File: src/rtl/tps_pkg.sv
`timescale 1ns/1ps
package tps_pkg;
   localparam int SAMPLE_W = 16;
   localparam int GAIN_FRAC = 14;
   localparam int SUM_W = SAMPLE_W + 3;

   typedef logic signed [SAMPLE_W-1:0] sample_t;

   // Clip a widened sum into the signed sample range.
   function automatic sample_t clip_sample(input logic signed [SUM_W-1:0] v);
      if (v > SUM_W'(32767))
         return 16'sh7FFF;
      else if (v < -SUM_W'(32768))
         return 16'sh8000;
      else
         return v[SAMPLE_W-1:0];
   endfunction
endpackage

File: src/rtl/tps_phase_acc.sv
`timescale 1ns/1ps
module tps_phase_acc #(
   parameter int PHASE_W = 24
) (
   input  logic               clk,
   input  logic               rst_n,
   input  logic               load,
   input  logic               advance,
   input  logic [15:0]        step_lo,
   input  logic [15:0]        step_hi,
   input  logic [15:0]        start_lo,
   input  logic [15:0]        start_hi,
   output logic [PHASE_W-1:0] phase,
   output logic [PHASE_W-1:0] step_full,
   output logic [PHASE_W-1:0] start_full
);
   generate
      if (PHASE_W == 16) begin : g_narrow
         logic unused_hi;
         assign unused_hi  = ^{step_hi, start_hi};
         assign step_full  = step_lo;
         assign start_full = start_lo;
      end else begin : g_wide
         assign step_full  = PHASE_W'({step_hi, step_lo});
         assign start_full = PHASE_W'({start_hi, start_lo});
      end
   endgenerate

   always_ff @(posedge clk or negedge rst_n) begin
      if (!rst_n)
         phase <= '0;
      else if (load)
         phase <= start_full;
      else if (advance)
         phase <= phase + step_full;
   end
endmodule

File: src/rtl/tps_quarter_rom.sv
`timescale 1ns/1ps
module tps_quarter_rom
   import tps_pkg::*;
#(
   parameter int LUT_ABITS = 8
) (
   input  logic                 clk,
   input  logic                 rst_n,
   input  logic [LUT_ABITS+1:0] addr,
   output sample_t              wave
);
   localparam int  N  = 1 << LUT_ABITS;
   localparam real PI = 3.14159265358979323846;

   logic [14:0] tbl [N];

   for (genvar k = 0; k < N; k++) begin : g_tab
      localparam real ANG = (real'(k) + 0.5) * PI / (2.0 * real'(N));
      assign tbl[k] = 15'($rtoi($sin(ANG) * 32767.0 + 0.5));
   end

   logic [1:0]           quad;
   logic [LUT_ABITS-1:0] idx;
   logic [15:0]          mag;

   always_comb begin
      quad = addr[LUT_ABITS+1:LUT_ABITS];
      idx  = quad[0] ? ~addr[LUT_ABITS-1:0] : addr[LUT_ABITS-1:0];
      mag  = {1'b0, tbl[idx]};
   end

   always_ff @(posedge clk or negedge rst_n) begin
      if (!rst_n)
         wave <= '0;
      else
         wave <= quad[1] ? -$signed(mag) : $signed(mag);
   end
endmodule

File: src/rtl/tps_mix.sv
`timescale 1ns/1ps
module tps_mix
   import tps_pkg::*;
(
   input  logic    clk,
   input  logic    rst_n,
   input  logic    in_valid,
   input  logic    in_off,
   input  sample_t tone_a,
   input  sample_t tone_b,
   input  sample_t gain_a,
   input  sample_t gain_b,
   output sample_t mix,
   output logic    mix_valid
);
   localparam int PROD_W = 2 * SAMPLE_W;
   localparam int PART_W = SUM_W - 1;

   logic signed [PROD_W-1:0] prod_a, prod_b;
   logic signed [PART_W-1:0] part_a, part_b;
   logic signed [SUM_W-1:0]  total;

   always_comb begin
      prod_a = PROD_W'(tone_a) * PROD_W'(gain_a);
      prod_b = PROD_W'(tone_b) * PROD_W'(gain_b);
      part_a = PART_W'(prod_a >>> GAIN_FRAC);
      part_b = PART_W'(prod_b >>> GAIN_FRAC);
      total  = SUM_W'(part_a) + SUM_W'(part_b);
   end

   always_ff @(posedge clk or negedge rst_n) begin
      if (!rst_n) begin
         mix       <= '0;
         mix_valid <= 1'b0;
      end else begin
         mix_valid <= in_valid;
         if (in_valid)
            mix <= in_off ? '0 : clip_sample(total);
      end
   end
endmodule

File: src/rtl/tone_pair_synth.sv
`timescale 1ns/1ps
module tone_pair_synth
   import tps_pkg::*;
#(
   parameter int PHASE_W   = 24,
   parameter int LUT_ABITS = 8
) (
   input  logic        clk,
   input  logic        rst_n,
   input  logic        synth_off,
   input  logic        sample_en,
   input  logic        resync,
   input  logic [15:0] a_step_lo,
   input  logic [15:0] a_step_hi,
   input  logic [15:0] a_start_lo,
   input  logic [15:0] a_start_hi,
   input  logic [15:0] a_gain,
   input  logic [15:0] b_step_lo,
   input  logic [15:0] b_step_hi,
   input  logic [15:0] b_start_lo,
   input  logic [15:0] b_start_hi,
   input  logic [15:0] b_gain,
   output logic [5:0]  width_code,
   output logic [15:0] out_sample,
   output logic        out_valid
);
   localparam int TONES = 2;
   localparam int ADR_W = LUT_ABITS + 2;

   if (PHASE_W < 16 || PHASE_W > 32) begin : g_bad_width
      $error("PHASE_W must lie in 16..32");
   end
   if (ADR_W > PHASE_W || LUT_ABITS < 2) begin : g_bad_lut
      $error("LUT_ABITS out of range for PHASE_W");
   end

   assign width_code = 6'(PHASE_W);

   logic [TONES-1:0][15:0]        step_lo_v, step_hi_v, start_lo_v, start_hi_v;
   logic [TONES-1:0][PHASE_W-1:0] phase, step_full, start_full, prev_start;
   logic [TONES-1:0][ADR_W-1:0]   s1_addr;
   sample_t                       wave [TONES];
   logic                          resync_q, reload;
   logic                          s1_valid, s1_off, s2_valid, s2_off;
   sample_t                       mix_out;

   assign step_lo_v  = {b_step_lo,  a_step_lo};
   assign step_hi_v  = {b_step_hi,  a_step_hi};
   assign start_lo_v = {b_start_lo, a_start_lo};
   assign start_hi_v = {b_start_hi, a_start_hi};

   assign reload = synth_off || (resync && !resync_q) || (start_full != prev_start);

   always_ff @(posedge clk or negedge rst_n) begin
      if (!rst_n) begin
         resync_q   <= 1'b0;
         prev_start <= '0;
         s1_valid   <= 1'b0;
         s1_off     <= 1'b0;
         s2_valid   <= 1'b0;
         s2_off     <= 1'b0;
         s1_addr    <= '0;
      end else begin
         resync_q   <= resync;
         prev_start <= start_full;
         s1_valid   <= sample_en;
         s1_off     <= synth_off;
         s2_valid   <= s1_valid;
         s2_off     <= s1_off;
         if (sample_en)
            for (int t = 0; t < TONES; t++)
               s1_addr[t] <= phase[t][PHASE_W-1 -: ADR_W];
      end
   end

   for (genvar t = 0; t < TONES; t++) begin : g_tone
      tps_phase_acc #(.PHASE_W(PHASE_W)) u_acc (
         .clk        (clk),
         .rst_n      (rst_n),
         .load       (reload),
         .advance    (sample_en),
         .step_lo    (step_lo_v[t]),
         .step_hi    (step_hi_v[t]),
         .start_lo   (start_lo_v[t]),
         .start_hi   (start_hi_v[t]),
         .phase      (phase[t]),
         .step_full  (step_full[t]),
         .start_full (start_full[t])
      );
      tps_quarter_rom #(.LUT_ABITS(LUT_ABITS)) u_rom (
         .clk   (clk),
         .rst_n (rst_n),
         .addr  (s1_addr[t]),
         .wave  (wave[t])
      );
   end

   tps_mix u_mix (
      .clk       (clk),
      .rst_n     (rst_n),
      .in_valid  (s2_valid),
      .in_off    (s2_off),
      .tone_a    (wave[0]),
      .tone_b    (wave[1]),
      .gain_a    (a_gain),
      .gain_b    (b_gain),
      .mix       (mix_out),
      .mix_valid (out_valid)
   );
   assign out_sample = mix_out;
endmodule

File: config.mk
export PLATFORM = sky130hd
export DESIGN_NAME = tone_pair_synth
export DESIGN_NICKNAME = d
export VERILOG_FILES = /design/src/rtl/tps_pkg.sv /design/src/rtl/tps_phase_acc.sv /design/src/rtl/tps_quarter_rom.sv /design/src/rtl/tps_mix.sv /design/src/rtl/tone_pair_synth.sv
export SDC_FILE = /design/constraint.sdc
export NUM_CORES = 2
export LEC_CHECK = 0
export ABC_CLOCK_PERIOD_IN_PS = 10650
export BUFFER_PORTS_ARGS = -buffer_cell sky130_fd_sc_hd__buf_2
export CAP_MARGIN = 25
export CORE_MARGIN = 2
export CORE_UTILIZATION = 35
export CTS_BUF_LIST = sky130_fd_sc_hd__clkbuf_2
export CTS_CLUSTER_DIAMETER = 30
export DETAILED_ROUTE_END_ITERATION = 10
export HOLD_SLACK_MARGIN = 0.02
export SLEW_MARGIN = 15
export SYNTH_ARGS = -nofsm -noshare
export SYNTH_HDL_FRONTEND = slang
export SYNTH_HIERARCHICAL = 1
export SYNTH_SLANG_ARGS = --single-unit
File: constraint.sdc
create_clock -name clk -period 10.65 [get_ports clk]
set_input_delay 0 -clock clk [delete_from_list [all_inputs] [get_ports clk]]
set_output_delay 0 -clock clk [all_outputs]
set_load 0.02 [all_outputs]
Yosys cells after proc, flatten, opt, wreduce, memory -nomap -nowiden
Memories as Yosys holds them, arrays and structs flattened.
Index checks and enable logic that the tools add are counted.
{"block": "totals", "reg_bits": 170, "romBits": 7680, "wordCells": 53, "n_memories": 2}
{"memory": "(name not given)", "depth": 256, "width": 15, "rd": 1, "rd_clocked_by_memory_dff": 0, "wr": 0, "line_no": "tps_quarter_rom.sv:29", "text": "mag = {1'b0, tbl[idx]};"}
{"memory": "(name not given)", "depth": 256, "width": 15, "rd": 1, "rd_clocked_by_memory_dff": 0, "wr": 0, "line_no": "tps_quarter_rom.sv:29"}
{"block": "op_classes", "n_addsub": 5, "n_mul": 2, "order_cmp": 4, "eq_ne": 1, "muxes": 15, "bitwise_logic": 4, "n_reduce_logical": 5}
{"operator": "$mux 24", "n": 4}
{"operator": "$mux 16", "n": 5}
{"operator": "$mul 16x16->32", "n": 2}
{"operator": "$mux 15", "n": 4}
{"operator": "$add 24x24->24", "n": 2}
{"operator": "$ne 48x48->1", "n": 1}
{"operator": "$neg 15->16", "n": 2}
{"operator": "$add 18x18->19", "n": 1}
{"operator": "$gt 19x16->1 const B", "n": 1}
{"operator": "$lt 19x16->1 const B", "n": 1}
{"operator": "$ge 9x9->1 const B", "n": 2}
{"operator": "$not 8->9", "n": 2}
{"operator": "$mux 8", "n": 2}
{"operator": "$not 8->8", "n": 2}
{"operator": "$logic_or 1x1->1", "n": 2}
{"operator": "$reduce_bool 2->1", "n": 1}
{"operator": "$logic_and 1x1->1", "n": 1}
{"operator": "$logic_not 1->1", "n": 1}

Longest topological paths before layout
{"block": "depth", "ltp_word": 8, "ltp_mapped": 34, "ltp_nobuf": 32}

By module
The synthesis kept the hierarchy.
{"module": "tps_mix", "n_inst": 1, "cells_each": 2219, "area_each_um2": 20309.5, "seq_area_each_um2": 425.4}
{"module": "tps_quarter_rom", "n_inst": 2, "cells_each": 1250, "area_each_um2": 8333.0, "seq_area_each_um2": 400.4}
{"module": "tps_phase_acc", "n_inst": 2, "cells_each": 337, "area_each_um2": 2730.1, "seq_area_each_um2": 600.6}
{"module": "tone_pair_synth", "n_inst": 1, "cells_each": 169, "area_each_um2": 2651.3, "seq_area_each_um2": 1826.8}

Least setup slack after synthesis
Ideal clock, no wire load.
{"block": "synth_path", "path_kind": "register -> register", "start": "register g_tone[0].u_rom.wave[15]", "end": "register u_mix.mix[12]", "arrival_time_ns": 8.063, "t_required_ns": 10.524, "slack_ns": 2.461, "path_stages_with_launch": 33, "n_path_buf": 2, "cell_sequence": "dfrtp_1 > clkbuf_1 > nand2_1 > inv_1 > fa_1 > inv_1 > fa_1 > inv_1 > fa_1 > fa_1 > fa_1 > inv_1 > fa_1 > inv_1 > ha_1 > a21o_1 > a21o_1 > a21oi_1 > o31ai_1 > a221oi_1 > nor2b_1 > nor2_1 > xnor2_1 > ha_1 > a21o_1 > a21o_1 > a21o_1 > nor3b_1 > a21oi_1 > xnor2_2 > a31oi_2 > buf_6 > a221o_1"}
{"block": "synth_between", "elab_chain_cells": 6}
{"item": "start, declared", "line_no": "tps_quarter_rom.sv:10", "text": "output sample_t wave"}
{"item": "start signal, assigned", "line_no": "tps_quarter_rom.sv:36", "text": "wave <= quad[1] ? -$signed(mag) : $signed(mag);"}
{"item": "$mul 16x16->32 (*)", "line_no": "tps_mix.sv:24", "text": "prod_a = PROD_W'(tone_a) * PROD_W'(gain_a);"}
{"item": "$add 18x18->19 (*)", "line_no": "tps_mix.sv:28", "text": "total = SUM_W'(part_a) + SUM_W'(part_b);"}
{"item": "$lt 19x16->1", "line_no": "tps_pkg.sv:13", "text": "else if (v < -SUM_W'(32768))"}
{"item": "$mux 16", "line_no": "tps_pkg.sv:13"}
{"item": "$mux 16 (*)", "line_no": "tps_pkg.sv:11", "text": "if (v > SUM_W'(32767))"}
{"item": "$mux 16 (*)", "line_no": "tps_mix.sv:38", "text": "mix <= in_off ? '0 : clip_sample(total);"}
{"item": "end signal, assigned", "line_no": "tps_mix.sv:38"}
{"item": "end, declared", "line_no": "tps_mix.sv:13", "text": "output sample_t mix,"}
Mark *: on every way between the ends. The rest lies on a longest branch, timed or not.
A chain may end at the register's enable or synchronous reset.

Worst setup path in the final report
{"block": "layout_path", "start": "register g_tone[0].u_rom.wave[8]", "end": "register u_mix.mix[9]"}
The elaborated chain is that of the path after synthesis.

==> flow_metrics.py <==
metrics = {
    "clocking": {
        "numCtsBuffers": 17,
        "cts_tree": "done",
        "clock-sinks": 170,
        "clock_path_buffers": 2,
        "clk_pin_slew_ps": 280,
        "cts_setup_buffers": 0,
        "clkLatencyLatePin_ps": 1130,
        "root_buffer": "clkbuf_2",
        "htree_levels": 4,
    },
    "floorplanning": {
        "fp-row-count": 131,
        "die_x_um": 361,
        "die_h_um": 361,
        "start_util": 0.352,
        "coreArea_um2": 127000,
        "io_pins": 188,
        "dieArea_um2": 131000,
    },
    "timing": {
        "slew_headroom": 0.166,
        "hold_viol": 0,
        "maxSlewViolCount": 0,
        "rsz0062_at_grt": "false",
        "period_share": 0.868,
        "setup_viol": 0,
        "period_minus_slack_ps": 9240,
        "fmax_mhz": 108,
        "worstMarginPinSlew_ps": 1240,
        "fin_tns_setup_ps": 0,
        "fin_skew_ps": 87.3,
    },
    "status": {
        "status": "finished clean",
    },
    "yosys": {
        "synth_area_um2": 44700,
        "synthCells": 5514,
        "avgSynthCellArea_um2": 8.11,
        "yosys_warnings": 6,
    },
    "setup_path": {
        "cp_max_fo": 16,
        "end_kind": "flop",
        "required_ps": 11690,
        "crit_buf_inv": 4,
        "critical_path.reg2reg.endpoint": "u_mix/mix[9]",
        "path_common_cell": "fa_1",
        "crit_path_start_kind": "flop",
        "critical_path_class": "reg -> reg",
        "reg2reg_depth": 29,
        "cp.arrival_ps": 10280,
        "r2r_setup_slack_ps": 1410,
        "crit_family": "compound AO/OA/AOI/OAI gates",
        "slowest_delay_ps": 680,
        "critPathSlowestCell": "dfrtp_1",
        "r2r-start": "g_tone[0].u_rom/wave[8]",
    },
    "place": {
        "gp_congestion": 1.05,
        "dpl.hpwl_um": 145000,
        "io_buffers": 149,
    },
    "route": {
        "dr.pass1.iters": 6,
        "routedWlPerCell_um": 27.5,
        "ant_nets": 0,
        "drc_errors": 0,
        "via_per_inst": 6.07,
        "via_count": 44300,
        "wirelength_um": 201000,
        "drt_iter0_markers": 5136,
    },
    "cells_and_area": {
        "syn2layout_area_growth_pct": 9.26,
        "final_nets": 6572,
        "fillers": 13100,
        "layout-drive-gt1-share": 0.0826,
    },
    "hold_path": {
        "hold_path_depth": 3,
        "whs_endpoint": "prev_start[4]",
        "hp-class": "in -> reg",
        "min-delay-start": "a_start_lo[4]",
    },
    "global_route": {
        "globalRouteTotalUtil": 0.304,
        "grt_overflow_total": 0,
        "grt_max_degree": 142,
        "grt_pass1_vias": 44500,
        "antenna_found_initial": 19,
        "grt_pass1_wl_um": 297000,
    },
    "run": {
        "max_cap_violations": 0,
    },
}
-- state kept, by name, summed over array words and instances, names as in the netlist --
name,flops
g_tone.u_acc/phase,48
g_tone.u_rom/wave,32
prev_start,48
resync_q,1
s1_addr,20
s1_off,1
s1_valid,1
s2_off,1
s2_valid,1
u_mix/mix,16
u_mix/mix_valid,1
-- area by class of cell --
class,instances,area [um2],share of cell area
multi-input cells,4232,35400,0.724
repair buffers,534,4380,0.0896
flip-flops and latches,170,4280,0.0876
inverters,663,2490,0.0509
well taps,1662,2080,0.0426
clock inverters,15,134,0.00274
clock buffers,17,85.1,0.00174
diodes,13,32.5,0.000666
-- timing repair --
| action | in CTS | in global routing |
|---|---|---|
| setup endpoints to repair | 0 | 0 |
| gates resized for setup | 0 | 0 |
| hold buffers | 282 | 0 |
| hold endpoints to repair | 290 | 0 |
-- cell usage in the layout, fill, tap and decap left out, types with 47 or more instances in the layout --
cell type / n
buf_2: 148
buf_4: 102
and2_1: 265
o21ai_0: 326
a21oi_1: 327
nand3_1: 76
a211oi_1: 64
xnor2_1: 131
dfrtp_1: 162
dlygate4sd3_1: 281
inv_1: 652
nor2b_1: 85
fa_1: 525
o22ai_1: 103
nand2_1: 493
o21ai_1: 55
nand2b_1: 110
a31oi_1: 49
o211ai_1: 67
ha_1: 261
nor2_1: 251
xor2_1: 47
nor3_1: 92
-- metrics by stage --
step | std cells | utilization | cell area [um2] | hold slack [ps] | setup WS, ps
3_5_place_dp | 6978 | 0.360 | 45800 | 155 | 1520
3_3_place_gp | 6976 | 0.360 | 45800 | 155 | 1510
4_1_cts | 7292 | 0.384 | 48800 | 20.4 | 1450
6_report | 7306 | 0.384 | 48900 | 156 | 1410
5_1_grt | 7303 | 0.384 | 48900 | 53.8 | 895
2_1_floorplan | 5518 | - | 44700 | -296 | 2460
-- how the worst max path moves through the flow --
stage,startpoint,cells past startpoint,endpoint,slack (ps)
4_1_cts,g_tone[0].u_rom/wave[8],29,u_mix/mix[9],1450
6_report,g_tone[0].u_rom/wave[8],29,u_mix/mix[9],1410
3_3_place_gp,g_tone[0].u_rom/wave[8],29,u_mix/mix[8],1510
5_1_grt,g_tone[0].u_rom/wave[8],29,u_mix/mix[9],900
2_1_floorplan,g_tone[0].u_rom/wave[15],32,u_mix/mix[12],2460
3_5_place_dp,g_tone[0].u_rom/wave[8],29,u_mix/mix[9],1520
-- worst min-delay path: stages --
cell           delay [ps]
dlygate4sd3_1         520
buf_2                 140
dlygate4sd3_1         580
-- per-layer routing --
layer / global-route usage / vias to the layer above / share of wire
met5: 0 / - / 0.00033
met4: 0.163 / 10 / 0.062
met3: 0.0594 / 607 / 0.092
met2: 0.472 / 2544 / 0.44
met1: 0.398 / 22100 / 0.40
li1: - / 19100 / -
Power is not shown: default switching activity piles up to over one toggle a cycle in this logic, so the estimate is an artifact.
